$ cat src/rtl/page_ecc.sv
module page_ecc #(
  parameter int DW = 16,
  parameter int AW = 12,
  parameter int BW = 4,
  parameter int BASE_BYTES = 512,
  localparam int PW = AW + BW,
  localparam int CW = AW + 2
) (
  input  logic          clk,
  input  logic          rst_n,
  input  logic          clr,
  input  logic [1:0]    page_sel,
  input  logic          wide,
  input  logic          rd_mode,
  input  logic          stb,
  input  logic [DW-1:0] din,
  output logic [PW-1:0] par_word,
  output logic [PW-1:0] npar_word,
  output logic          done,
  output logic          err_hit,
  output logic          err_chk,
  output logic          err_multi
);

  logic [CW-1:0] cnt, nwords, nchk, slot;
  logic [PW-1:0] acc_p, acc_n, st_p, st_n, xp, sp, sn;
  logic          xo, pend, in_data, in_chk, last_chk;
  logic          syn_any, syn_one, syn_pair;

  assign nwords   = (CW'(BASE_BYTES) << page_sel) >> wide;
  assign nchk     = wide ? CW'(2) : CW'(4);
  assign in_data  = cnt < nwords;
  assign slot     = cnt - nwords;
  assign in_chk   = rd_mode && !in_data && (slot < nchk);
  assign last_chk = in_chk && (slot == nchk - CW'(1));

  always_comb begin
    xp = '0;
    xo = 1'b0;
    for (int b = 0; b < DW; b++) begin
      if (din[b] && (wide || b < 8)) begin
        xp = xp ^ {cnt[AW-1:0], BW'(b)};
        xo = ~xo;
      end
    end
  end

  assign sp       = acc_p ^ st_p;
  assign sn       = acc_n ^ st_n;
  assign syn_any  = |{sn, sp};
  assign syn_one  = $countones({sn, sp}) == 1;
  assign syn_pair = (sp ^ sn) == '1;

  always_ff @(posedge clk or negedge rst_n) begin
    if (!rst_n) begin
      cnt <= '0; acc_p <= '0; acc_n <= '0; st_p <= '0; st_n <= '0;
      pend <= 1'b0; done <= 1'b0;
      err_hit <= 1'b0; err_chk <= 1'b0; err_multi <= 1'b0;
    end else if (clr) begin
      cnt <= '0; acc_p <= '0; acc_n <= '0; st_p <= '0; st_n <= '0;
      pend <= 1'b0; done <= 1'b0;
      err_hit <= 1'b0; err_chk <= 1'b0; err_multi <= 1'b0;
    end else begin
      pend <= stb && last_chk;
      if (stb && in_data) begin
        acc_p <= acc_p ^ xp;
        acc_n <= acc_n ^ xp ^ {PW{xo}};
        cnt   <= cnt + CW'(1);
      end else if (stb && in_chk) begin
        cnt <= cnt + CW'(1);
        if (wide) begin
          if (slot[0]) st_n <= din[PW-1:0];
          else         st_p <= din[PW-1:0];
        end else begin
          case (slot[1:0])
            2'd0:    st_p[7:0]  <= din[7:0];
            2'd1:    st_p[15:8] <= din[7:0];
            2'd2:    st_n[7:0]  <= din[7:0];
            default: st_n[15:8] <= din[7:0];
          endcase
        end
      end
      if (pend) begin
        done      <= 1'b1;
        err_hit   <= syn_any;
        err_chk   <= syn_one;
        err_multi <= syn_any && !syn_one && !syn_pair;
      end
    end
  end

  assign par_word  = (done && rd_mode) ? sp : acc_p;
  assign npar_word = (done && rd_mode) ? sn : acc_n;

  AST_CLR_EMPTIES: assert property (@(posedge clk) disable iff (!rst_n)
    clr |=> (!done && !err_hit && !err_chk && !err_multi && acc_p == '0 && acc_n == '0));
  AST_PEND_NEXT: assert property (@(posedge clk) disable iff (!rst_n)
    (stb && last_chk && !clr) |=> (pend && !done));
  AST_DONE_AFTER_PEND: assert property (@(posedge clk) disable iff (!rst_n)
    (pend && !clr) |=> done);
  AST_FLAGS_HOLD: assert property (@(posedge clk) disable iff (!rst_n)
    (done && !clr) |=> (done && $stable({err_hit, err_chk, err_multi})));
  AST_KIND_EXCL: assert property (@(posedge clk) disable iff (!rst_n)
    !(err_chk && err_multi) && (err_hit || !(err_chk || err_multi)));
  AST_CODE_FROZEN: assert property (@(posedge clk) disable iff (!rst_n)
    (done && !clr) |=> ($stable(acc_p) && $stable(acc_n)));

endmodule

$ cat config.mk
export PLATFORM = sky130hd
export DESIGN_NAME = page_ecc
export DESIGN_NICKNAME = d
export VERILOG_FILES = /design/src/rtl/page_ecc.sv
export SDC_FILE = /design/constraint.sdc
export NUM_CORES = 1
export LEC_CHECK = 0
export ABC_CLOCK_PERIOD_IN_PS = 7150
export BUFFER_PORTS_ARGS = -buffer_cell sky130_fd_sc_hd__buf_2
export CAP_MARGIN = 20
export CORE_ASPECT_RATIO = 0.5
export CORE_MARGIN = 2
export CORE_UTILIZATION = 50
export CTS_CLUSTER_DIAMETER = 100
export DETAILED_ROUTE_END_ITERATION = 7
export GPL_TIMING_DRIVEN = 1
export PLACE_DENSITY = 0.69
export SETUP_SLACK_MARGIN = 0.4
export SYNTH_ARGS = -nofsm -noshare
export SYNTH_HDL_FRONTEND = slang
export SYNTH_SLANG_ARGS = --single-unit
$ cat constraint.sdc
create_clock -name clk -period 7.15 [get_ports clk]
set_clock_uncertainty 0.1 [all_clocks]
set_input_delay 0 -clock clk [delete_from_list [all_inputs] [get_ports clk]]
set_output_delay 0 -clock clk [all_outputs]
set_load 0.01 [all_outputs]
==> impl_results.md, run 1 <==
* Worst min path class: in2reg
* NumNets Final at 762
* Finish-stage setup viols at 0
* Most common cell after layout, fill and taps aside: xnor2_1
* Post-DP Area at 6728 um^2
* Gr ovfl total at 0
* Ys flop type: dfrtp_1
* Setup ws final at 1.511 ns
* Setup TNS at 0 ns
* Core area at 12,050 um^2
* Critical path launch point: acc_p[15]$_DFFE_PN0P_
* Fmax at 0.1773 GHz
* DIE AREA at 13,570 um^2
* Antenna viol nets, final at 0
* Net Sw Frac at 43.78%
* Pwr/cell area at 448.4 nW/um^2
* Syn nets at 710
* CP max FO at 3
* Routability cong. at 0.8548
* Tcrit/Tclk final at 78.87%
* H-tree depth at 3
* Avg WL per Cell at 17.80 um
* Ys Warns at 0
* Core Rows at 28
* Share of flip-flops with an asynchronous set or reset at 100.0%
* Hold depth at 3
* Register-to-Register Path Depth at 17
* Startpoint Class: register
* Clock Power Share at 17.5%
* Postcts setup bufs at 0
* Netlist cell types at 47
* Fin. Hold Viols at 0
* Max VDD drop at 0.6263 mV
* Max-Cap Viols at 0
* Mapped Cells at 643
* Int Pwr at 0.001791 W
* Largest net degree at the start of global routing at 78
* Die Y at 83.38 um
* Combinational power share at 64.3%
* Slew headroom at 31.76%
* Share of layout cells above drive strength 1 at 18.71%
* First-pass GRT wire length at 25.10 mm
* Slew @ Worst Pin at 1.023 ns
* Clk slew on worst S/H paths at 0.07 ns
* Overall routed net length at 15.39 mm
* TritonCTS Buffers at 9
* # IOs at 60
* Mapped Area at 6301 um^2
* Finished Core Util at 58.96%
* Overall routing resource usage at 24.06%
* Antenna violations before repair at 0
* DP Wirelength at 11.44 mm
* Crit path time final at 5.639 ns
* Synth Area per Inst at 9.799 um^2
* Diode count at 0
* Commonest cells after routing, fill and taps aside: xnor2_1, dfrtp_1, nor2_1, buf_2
* Clk sinks at 83
* Final Cell Area at 7106 um^2
* Leakage power total at 3.247 nW
* Tot Pwr at 0.003186 W
* Vias at 4,659
* Port-buffer cells at 59
* Hold endpoint: st_n[4]$_DFFE_PN0P_
* Via density at 5.386
* Pre-CTS setup slack at 1.531 ns
* Multi-input gate area at 3914 um^2
* Vias in the first global route at 4,710
* Fin. max-slew vios at 0
* Crit path capture type: register
* Post-synth EDFFs at 0
* Layout filler cell count at 1,054
* Sequential cell area at 2077 um^2
* RSZ-0062 raised after global routing: false
* CTS tree: built
* CTS root buffer: clkbuf_16
* Worst-Skew Late Latency at 0.35 ns
* P_sw at 0.001395 W
* Min-Delay Startpoint: din[4]
* Sequential element share of the synthesized area at 32.96%
* Drt initial violations at 281
* Sequential Power Share at 18.2%
* Synthesis-to-finish area growth at 12.77%
* Die W at 162.8 um
* CTS Buffer Depth at 2
* Run status: finished, final reports clean
* Starting Density at 52.28%
* WS Path Type: reg2reg
* Synth Register Bits at 83
* WP data arrival at 5.77 ns
* Req. time, crit path at 7.28 ns
* DRT Pass-1 Iters at 4
* Worst reg2reg setup slack at 1.51 ns
* R2R Path End: err_multi$_DFFE_PN0P_
* Residual DRC at 0
* Worst r2r src: acc_p[15]$_DFFE_PN0P_
==> per-stage QoR <==
step	hold WS, ns	cells
floorplan	-0.3956	643
global placement	-0.2002	847
detailed placement	-0.2012	847
CTS	0.03078	865
global route	0.08613	865
finish	0.04277	865
==> critical path, stage by stage, from the launching register on <==
cell and delay [ns]:
dfrtp_1 0.43, xnor2_1 0.43, inv_1 0.12, fa_1 0.50
fa_1 0.50, inv_1 0.05, fa_1 0.46, fa_1 0.49
fa_1 0.51, inv_1 0.05, fa_1 0.48, ha_1 0.16
inv_1 0.06, fa_1 0.48, nand4bb_1 0.09, nor4_1 0.33
nor2_1 0.09, a22o_1 0.19
==> flip-flops by register name (all words and copies together), names as in the netlist <==
| name | flops |
|---|---|
| acc_n | 16 |
| acc_p | 16 |
| cnt | 14 |
| done | 1 |
| err_chk | 1 |
| err_hit | 1 |
| err_multi | 1 |
| pend | 1 |
| st_n | 16 |
| st_p | 16 |
==> power by group through the flow <==
stage | clock, W | combinational, W | sequential (W)
after floorplan | 0 | 0.00156 | 0.000571
after global placement | 0 | 0.00191 | 0.000583
after detailed placement | 0 | 0.00206 | 0.000588
after CTS | 0.000564 | 0.00208 | 0.000579
after global routing | 0.000589 | 0.00237 | 0.000587
final | 0.000558 | 0.00205 | 0.000579
==> cells in the mapped netlist, drive strengths merged, types with 15 or more instances <==
master | number | area (um^2)
clkbuf | 17 | 63.81
nand2 | 54 | 202.7
xor2 | 46 | 402.9
nor2b | 15 | 93.84
xnor2 | 100 | 875.8
fa | 24 | 480.5
ha | 19 | 237.7
mux2 | 34 | 382.9
inv | 54 | 202.7
nand4 | 21 | 131.4
dfrtp | 83 | 2077
nor2 | 63 | 236.5
==> routing by layer <==
| layer | global-route usage, % | share of wire [%] | vias up |
|---|---|---|---|
| li1 | - | - | 2204 |
| met1 | 34.22 | 48 | 2323 |
| met5 | 0 | 0 | - |
| met3 | 4.645 | 4.8 | 20 |
| met4 | 6.436 | 1.6 | 0 |
| met2 | 37.63 | 46 | 112 |
==> final cells by class <==
class                   count  share of cell area, %
clock buffers               9                  3.170
clock inverters             7                  1.867
inverters                  54                  2.853
multi-input cells         482                  55.08
flip-flops and latches     83                  29.23
well taps                 165                  2.905
repair buffers             65                  4.895
==> worst max path at each step <==
stage | to | slack [ns]
final | err_multi$_DFFE_PN0P_ | 1.51
after global routing | err_chk$_DFFE_PN0P_ | 1.16
after CTS | err_multi$_DFFE_PN0P_ | 1.51
after detailed placement | err_multi$_DFFE_PN0P_ | 1.53
after global placement | err_multi$_DFFE_PN0P_ | 1.69
after floorplan | err_multi$_DFFE_PN0P_ | 1.81
==> logic make-up after synthesis <==
logic type | count (synthesis) | share of synthesized area (%)
adders and majority gates | 43 | 11.40
buffers and inverters | 78 | 4.984
AOI/OAI and AO/OA | 42 | 5.997
muxes | 47 | 8.141
DFF | 83 | 32.96
and+or+nand+nor | 204 | 16.22
xor gates and xnor gates | 146 | 20.29
==> repair_timing <==
item | in CTS | in global routing
gates resized for setup | 0 | 0
endpoints found under the hold margin | 18 | 0
endpoints found under the setup margin | 0 | 0
hold buffers | 2 | 0
Power figures use the tool's default switching activity.
==> run 2: changes to the inputs <==
--- a/config.mk
+++ b/config.mk
@@ -5,7 +5,8 @@
 export SDC_FILE = /design/constraint.sdc
 export NUM_CORES = 1
 export LEC_CHECK = 0
-export ABC_CLOCK_PERIOD_IN_PS = 7150
+export ABC_AREA = 1
+export ABC_CLOCK_PERIOD_IN_PS = 4900
 export BUFFER_PORTS_ARGS = -buffer_cell sky130_fd_sc_hd__buf_2
 export CAP_MARGIN = 20
 export CORE_ASPECT_RATIO = 0.5
@@ -14,7 +15,7 @@
 export CTS_CLUSTER_DIAMETER = 100
 export DETAILED_ROUTE_END_ITERATION = 7
 export GPL_TIMING_DRIVEN = 1
-export PLACE_DENSITY = 0.69
+export PLACE_DENSITY = 0.72
 export SETUP_SLACK_MARGIN = 0.4
 export SYNTH_ARGS = -nofsm -noshare
 export SYNTH_HDL_FRONTEND = slang
==> constraint.sdc (replaced) <==
create_clock -name clk -period 4.9 [get_ports clk]
set_clock_uncertainty 0.1 [all_clocks]
set_input_delay 0 -clock clk [delete_from_list [all_inputs] [get_ports clk]]
set_output_delay 0 -clock clk [all_outputs]
set_load 0.01 [all_outputs]
==> run 2 against run 1 <==
Compared with the run above: the flow now finishes with violations (setup timing); utilization grew 3.0 points; worst hold slack worse by 0.024 ns; synthesized area up 6.6%; critical path type unchanged; largest cell class unchanged.
==> impl_results.md, run 2 <==
* R2R Path End: err_chk$_DFFE_PN0P_
* Post-synthesis simple-gate area fraction at 29.73%
* Netlist cell types at 45
* Failing checks: setup timing
* TritonCTS Buffers at 9
* Syn nets at 945
* Antenna violations before repair at 0
* Slew @ Worst Pin at 0.7352 ns
* CTS Buffer Depth at 2
* Routability cong. at 0.9830
* Worst reg2reg setup slack at -0.40 ns
* Synth Register Bits at 83
* Core area at 12,880 um^2
* Crit path time final at 5.303 ns
* Vias in the first global route at 5,663
* Fin. max-slew vios at 0
* Via density at 5.244
* Share of layout cells above drive strength 1 at 20.38%
* Worst Setup EP: err_chk$_DFFE_PN0P_
* Post-DP Area at 7483 um^2
* Sequential element share of the synthesized area at 30.92%
* First-pass GRT wire length at 30.36 mm
* Tcrit/Tclk final at 108.2%
* Overall routing resource usage at 27.70%
* RSZ-0062 raised after global routing: true
* Most common cell after layout, fill and taps aside: nand2_1
* Residual DRC at 0
* Setup ws final at -0.4034 ns
* Die W at 167.9 um
* Share of flip-flops with an asynchronous set or reset at 100.0%
* Worst min path class: in2reg
* Largest family of logic cells by synthesized area: simple AND/OR/NAND/NOR gates
* Vias at 6,115
* Drt initial violations at 520
* Gr ovfl total at 0
* Max-Cap Viols at 0
* Register-to-Register Path Depth at 17
* Max VDD drop at 1.243 mV
* H-tree depth at 3
* Mapped Cells at 878
* Overall routed net length at 19.08 mm
* Pwr/cell area at 672.4 nW/um^2
* Leakage power total at 4.099 nW
* Synth top cells by count: nand2_1, inv_1, o21ai_0, dfrtp_1, nor2_1
* Synth Area per Inst at 7.650 um^2
* Placed cell count at 1,134
* Finish-stage setup viols at 2
* DRT Pass-1 Iters at 5
* Commonest cells after routing, fill and taps aside: nand2_1, inv_1, o21ai_0, dfrtp_1, nor2_1
* Xor/xnor share of the synthesized area at 9.091%
* Antenna viol nets, final at 0
* Synthesis-to-finish area growth at 18.78%
* Ys Warns at 0
* Tot Pwr at 0.005364 W
* Adder-cell share of the synthesized area at 10.69%
* Diode count at 0
* CP max FO at 2
* Mapped Area at 6716 um^2
* Req. time, crit path at 5.05 ns
* Most instantiated library cell after synthesis: nand2_1
* Worst r2r src: st_p[3]$_DFFE_PN0P_
* Final Cell Area at 7978 um^2
* CTS tree: built
* # IOs at 60
* Top post-synthesis cells by area: dfrtp_1, nand2_1, fa_1, inv_1, o21ai_0
* Layout filler cell count at 1,145
* Fmax at 0.1886 GHz
* Slew headroom at 50.99%
* Core Rows at 29
* Layout Cells excl Fill at 1,166
* Mux share of post-synthesis cell area at 0%
* Worst-Skew Late Latency at 0.34 ns
* WS Path Type: reg2reg
* Clk slew on worst S/H paths at 0.07 ns
* WP data arrival at 5.45 ns
* CTS root buffer: clkbuf_16
* Fin. Hold Viols at 0
* Top-area cell type share of the netlist area at 30.92%
* Ys flop type: dfrtp_1
* Die Y at 85.96 um
* Largest area contributor in the netlist: dfrtp_1
* Critical path launch point: st_p[3]$_DFFE_PN0P_
* Run status: finished with violations
* DP Wirelength at 15.15 mm
* DIE AREA at 14,430 um^2
* Compound-cell area share of the yosys netlist at 10.12%
* Startpoint Class: register
* Largest net degree at the start of global routing at 59
* Clk sinks at 83
* Avg WL per Cell at 16.36 um
* Crit path capture type: register
* Starting Density at 52.14%
* Post-synth EDFFs at 0
* NumNets Final at 1,058
* Port-buffer cells at 59
[run 2: cell count changes in the layout (fill, tap and decap cells not counted), moves of 10 or more]
cell / previous run / this run
nor3_1: 3 / 17
buf_4: 5 / 58
xnor2_1: 100 / 39
mux2i_1: 13 / 0
inv_1: 54 / 115
o21ai_0: 8 / 87
nand3_1: 9 / 36
nor2b_1: 15 / 0
nand2_2: 0 / 18
mux2_2: 34 / 0
xor2_1: 46 / 22
nand4b_1: 10 / 0
nand2_4: 0 / 26
nand2_1: 54 / 202
[run 2: final cells by class]
cell class / count / area [um^2] / area share, %
clock inverters: 5 / 86.33 / 1.082
multi-input cells: 645 / 4063 / 50.93
repair buffers: 127 / 835.8 / 10.48
clock buffers: 11 / 232.7 / 2.917
inverters: 125 / 470.5 / 5.897
flip-flops and latches: 83 / 2077 / 26.04
well taps: 170 / 212.7 / 2.666
[run 2: worst min-delay path by stage]
stage	startpoint	endpoint	slack (ns)	cells after the start
finish	clr	done$_DFFE_PN0P_	0.02	2
global placement	rst_n	acc_p[14]$_DFFE_PN0P_	-0.17	1
global route	clr	done$_DFFE_PN0P_	0.03	2
floorplan	rst_n	acc_n[0]$_DFFE_PN0P_	-0.40	0
detailed placement	rst_n	acc_p[14]$_DFFE_PN0P_	-0.17	1
CTS	rst_n	acc_p[14]$_DFFE_PN0P_	0.004	2
[run 2: worst max-delay path, stage by stage (launching register included)]
cell and delay [ns]:
dfrtp_1 0.42, xnor2_2 0.20, inv_2 0.07, fa_1 0.56
inv_1 0.08, fa_1 0.48, fa_1 0.54, fa_1 0.44
fa_1 0.51, inv_1 0.04, fa_1 0.48, ha_2 0.18
inv_2 0.04, fa_2 0.53, inv_2 0.05, nor4_4 0.13
nand3b_1 0.13, o31ai_1 0.24
[run 2: kinds of logic (layout without fill, tap and decap cells)]
group,Yosys count,after routing
and+or+nand+nor,410,410
xor gates and xnor gates,68,68
AOI/OAI and AO/OA,124,124
DFF,83,83
adders and majority gates,43,43
buffers and inverters,150,268
[run 2: routing by layer]
metal	vias to the layer above	track usage, %	wire length [um]
li1	3015	-	-
met1	2863	40.22	9195
met2	216	41.32	7970
met3	21	7.522	1578
met4	0	6.403	331
met5	-	0	0
[run 2: timing repair]
| action | 4_1_cts | 5_1_grt |
|---|---|---|
| resized for setup | 8 | 3 |
| pin swaps | 1 | 4 |
| endpoints found under the setup margin | 2 | 2 |
| endpoints found under the hold margin | 41 | 0 |
| buffers inserted | 1 | 2 |
| hold buffers | 11 | 0 |
[run 2: metrics by stage]
step	util (%)	setup slack, ns	hold WS, ns	setup TNS, ns
finish	61.93	-0.4034	0.01925	-0.7318
global route	61.93	-0.6323	0.03413	-1.186
CTS	61.57	-0.3847	0.003679	-0.7210
detailed placement	58.10	-0.4159	-0.1711	-0.8139
global placement	58.04	-0.2632	-0.1736	-0.5207
floorplan	-	-0.2398	-0.3956	-0.4768
[run 2: where the power goes]
group	total, W	switching (W)	internal (W)
Sequential	0.000830	0.0000714	0.000759
Combinational	0.00379	0.00206	0.00173
Clock	0.000743	0.000292	0.000451
Total	0.00536	0.00242	0.00294
==> run 3: changes to the inputs <==
--- a/config.mk
+++ b/config.mk
@@ -10,13 +10,12 @@
 export BUFFER_PORTS_ARGS = -buffer_cell sky130_fd_sc_hd__buf_2
 export CAP_MARGIN = 20
 export CORE_ASPECT_RATIO = 0.5
-export CORE_MARGIN = 2
 export CORE_UTILIZATION = 50
 export CTS_CLUSTER_DIAMETER = 100
 export DETAILED_ROUTE_END_ITERATION = 7
 export GPL_TIMING_DRIVEN = 1
 export PLACE_DENSITY = 0.72
-export SETUP_SLACK_MARGIN = 0.4
+export RECOVER_POWER = 25
 export SYNTH_ARGS = -nofsm -noshare
 export SYNTH_HDL_FRONTEND = slang
 export SYNTH_SLANG_ARGS = --single-unit
==> run 3 against run 2 <==
Compared with the run above: the flow finishes with violations (DRC, capacitance limit, slew limit, setup timing); flip-flop and latch count is the same; worst setup slack worse by 0.081 ns; utilization down 0.16 points; critical endpoint unchanged; clock power down 9.6%; critical path type unchanged; first-iteration DRC count increased by 11%; routed wire length up 0.30%; clock-buffer cell count increased by 1; critical path depth rose by 2; non-clock buffer count is 1 higher; register-to-register slack worse by 0.08 ns; combinational power is 5% higher; highest routed layer unchanged; largest cell class unchanged.
==> impl_results.md, run 3 (synthesis gave the netlist of run 2 again) <==
* Run status: finished with violations
* Failing checks: DRC, capacitance limit, slew limit, setup timing
* Req. time, crit path at 5.05 ns
* Clk sinks at 83
* Port-buffer cells at 59
* Layout filler cell count at 1,165
* Most common cell after layout, fill and taps aside: nand2_1
* P_sw at 0.002577 W
* Starting Density at 52.14%
* Worst min path class: in2reg
* Final Cell Area at 7958 um^2
* Placed cell count at 1,135
* CP max FO at 2
* Setup ws final at -0.4843 ns
* Leakage power total at 4.081 nW
* Crit path capture type: register
* Clock Power Share at 12.2%
* H-tree depth at 3
* CTS tree: built
* Fin. Hold Viols at 0
* Post-DP Area at 7491 um^2
* Antenna viol nets, final at 0
* RSZ-0062 raised after global routing: true
* Commonest cells after routing, fill and taps aside: nand2_1, inv_1, o21ai_0, dfrtp_1, nor2_1
* Int Pwr at 0.002915 W
* Tcrit/Tclk final at 109.9%
* Finished Core Util at 61.78%
* Slew headroom at -24.36%
* First-pass GRT wire length at 31.06 mm
* CTS Buffer Depth at 2
* Avg WL per Cell at 16.39 um
* Sequential Power Share at 15.1%
* Die W at 165.9 um
* Worst-Skew Late Latency at 0.35 ns
* Slew @ Worst Pin at 1.865 ns
* Drt initial violations at 575
* Startpoint Class: register
* NumNets Final at 1,059
* WP data arrival at 5.53 ns
* Routability cong. at 0.9767
* Max VDD drop at 1.150 mV
* Finish-stage setup viols at 2
* Overall routing resource usage at 29.05%
* WS Path Type: reg2reg
* Vias at 6,160
* DRT Pass-1 Iters at 7
* Synthesis-to-finish area growth at 18.48%
* Share of layout cells above drive strength 1 at 20.36%
* Core Rows at 29
* Max-Cap Viols at 1
* Via density at 5.278
* Fin. max-slew vios at 75
* CTS root buffer: clkbuf_16
* Antenna violations before repair at 0
* Pwr/cell area at 690.2 nW/um^2
* Net Sw Frac at 46.92%
* DP Wirelength at 15.14 mm
* Largest net degree at the start of global routing at 75
* Crit path time final at 5.384 ns
* Combinational power share at 72.7%
* # IOs at 60
* Die Y at 83.96 um
* Gr ovfl total at 0
* Fmax at 0.1857 GHz
* TritonCTS Buffers at 9
* Layout Cells excl Fill at 1,167
* DIE AREA at 13,930 um^2
* Diode count at 0
* Residual DRC at 8
* Vias in the first global route at 5,960
* Core area at 12,880 um^2
* Overall routed net length at 19.13 mm
* Clk slew on worst S/H paths at 0.07 ns
[run 3: changes by cell type in the layout (fill, tap and decap cells not counted), sizes merged]
cell and change:
clkbuf +7, buf -6, clkinvlp -2, inv +1
bufinv -2, clkinv +2, dlygate4sd3 +1
[run 3: layout make-up]
class	instances	area, um^2	area share [%]
clock buffers	12	256.5	3.223
clock inverters	4	31.28	0.3931
inverters	125	470.5	5.912
multi-input cells	645	4071	51.16
flip-flops and latches	83	2077	26.10
well taps	170	212.7	2.673
repair buffers	128	838.3	10.53
[run 3: repair_timing]
action | CTS | global route
pin swaps | 2 | 3
buffers inserted | 0 | 2
hold buffers | 12 | 0
hold endpoints to repair | 102 | 0
gates resized for setup | 8 | 6
setup endpoints to repair | 2 | 2
[run 3: power by group through the flow]
stage               clock network, W  registers (W)  logic (W)
global placement                   0       0.000834    0.00310
detailed placement                 0       0.000838    0.00330
floorplan                          0       0.000825    0.00244
CTS                         0.000676       0.000826    0.00361
global route                0.000699       0.000837    0.00450
finish                      0.000672       0.000828    0.00399
[run 3: layer usage]
metal,vias up,routed length [um],part of all wire (%),track usage (%)
met2,174,8498,44,45.76
met5,-,0,0,0
met4,0,162,0.85,5.098
li1,3019,-,-,-
met3,16,1472,7.7,5.974
met1,2951,8998,47,41.60
[run 3: critical path, cell delays in order (launching register included)]
cell      delay [ns]
dfrtp_1         0.41
xnor2_2         0.21
inv_2           0.06
fa_1            0.55
inv_2           0.05
fa_1            0.51
inv_2           0.04
fa_1            0.48
inv_1           0.05
fa_1            0.48
fa_1            0.54
inv_2           0.04
fa_1            0.48
ha_2            0.18
inv_2           0.04
fa_2            0.52
inv_2           0.04
nor4_4          0.15
nand3b_1        0.15
o31ai_2         0.20
[run 3: path summary, 6_finish.rpt]
check                               startpoint                     to  slack (ns)  cells after the start
setup / recovery           st_n[5]$_DFFE_PN0P_    err_chk$_DFFE_PN0P_       -0.48                     19
max in group asynchronous                rst_n    err_hit$_DFFE_PN0P_        2.86                      3
min in group asynchronous                rst_n  acc_n[14]$_DFFE_PN0P_        0.58                      3
setup reg to reg           st_n[5]$_DFFE_PN0P_    err_chk$_DFFE_PN0P_       -0.48                     19
hold reg to reg            cnt[13]$_DFFE_PN0P_         pend$_DFF_PN0_        0.35                      1
hold / removal                             clr       done$_DFFE_PN0P_        0.03                      2
[run 3: per-stage QoR]
step                      hold slack [ns]  total power, W  worst slack [ns]  setup TNS, ns
final                             0.03444        0.005493           -0.4843        -0.9465
after global routing              0.05125        0.006032           -0.6444         -1.268
after CTS                         0.02211        0.005112           -0.4925        -0.9517
after detailed placement          -0.2643        0.004139           -0.5270        -0.9959
after global placement            -0.2687        0.003935           -0.2687        -0.5353
after floorplan                   -0.3956        0.003263           -0.2398        -0.4768
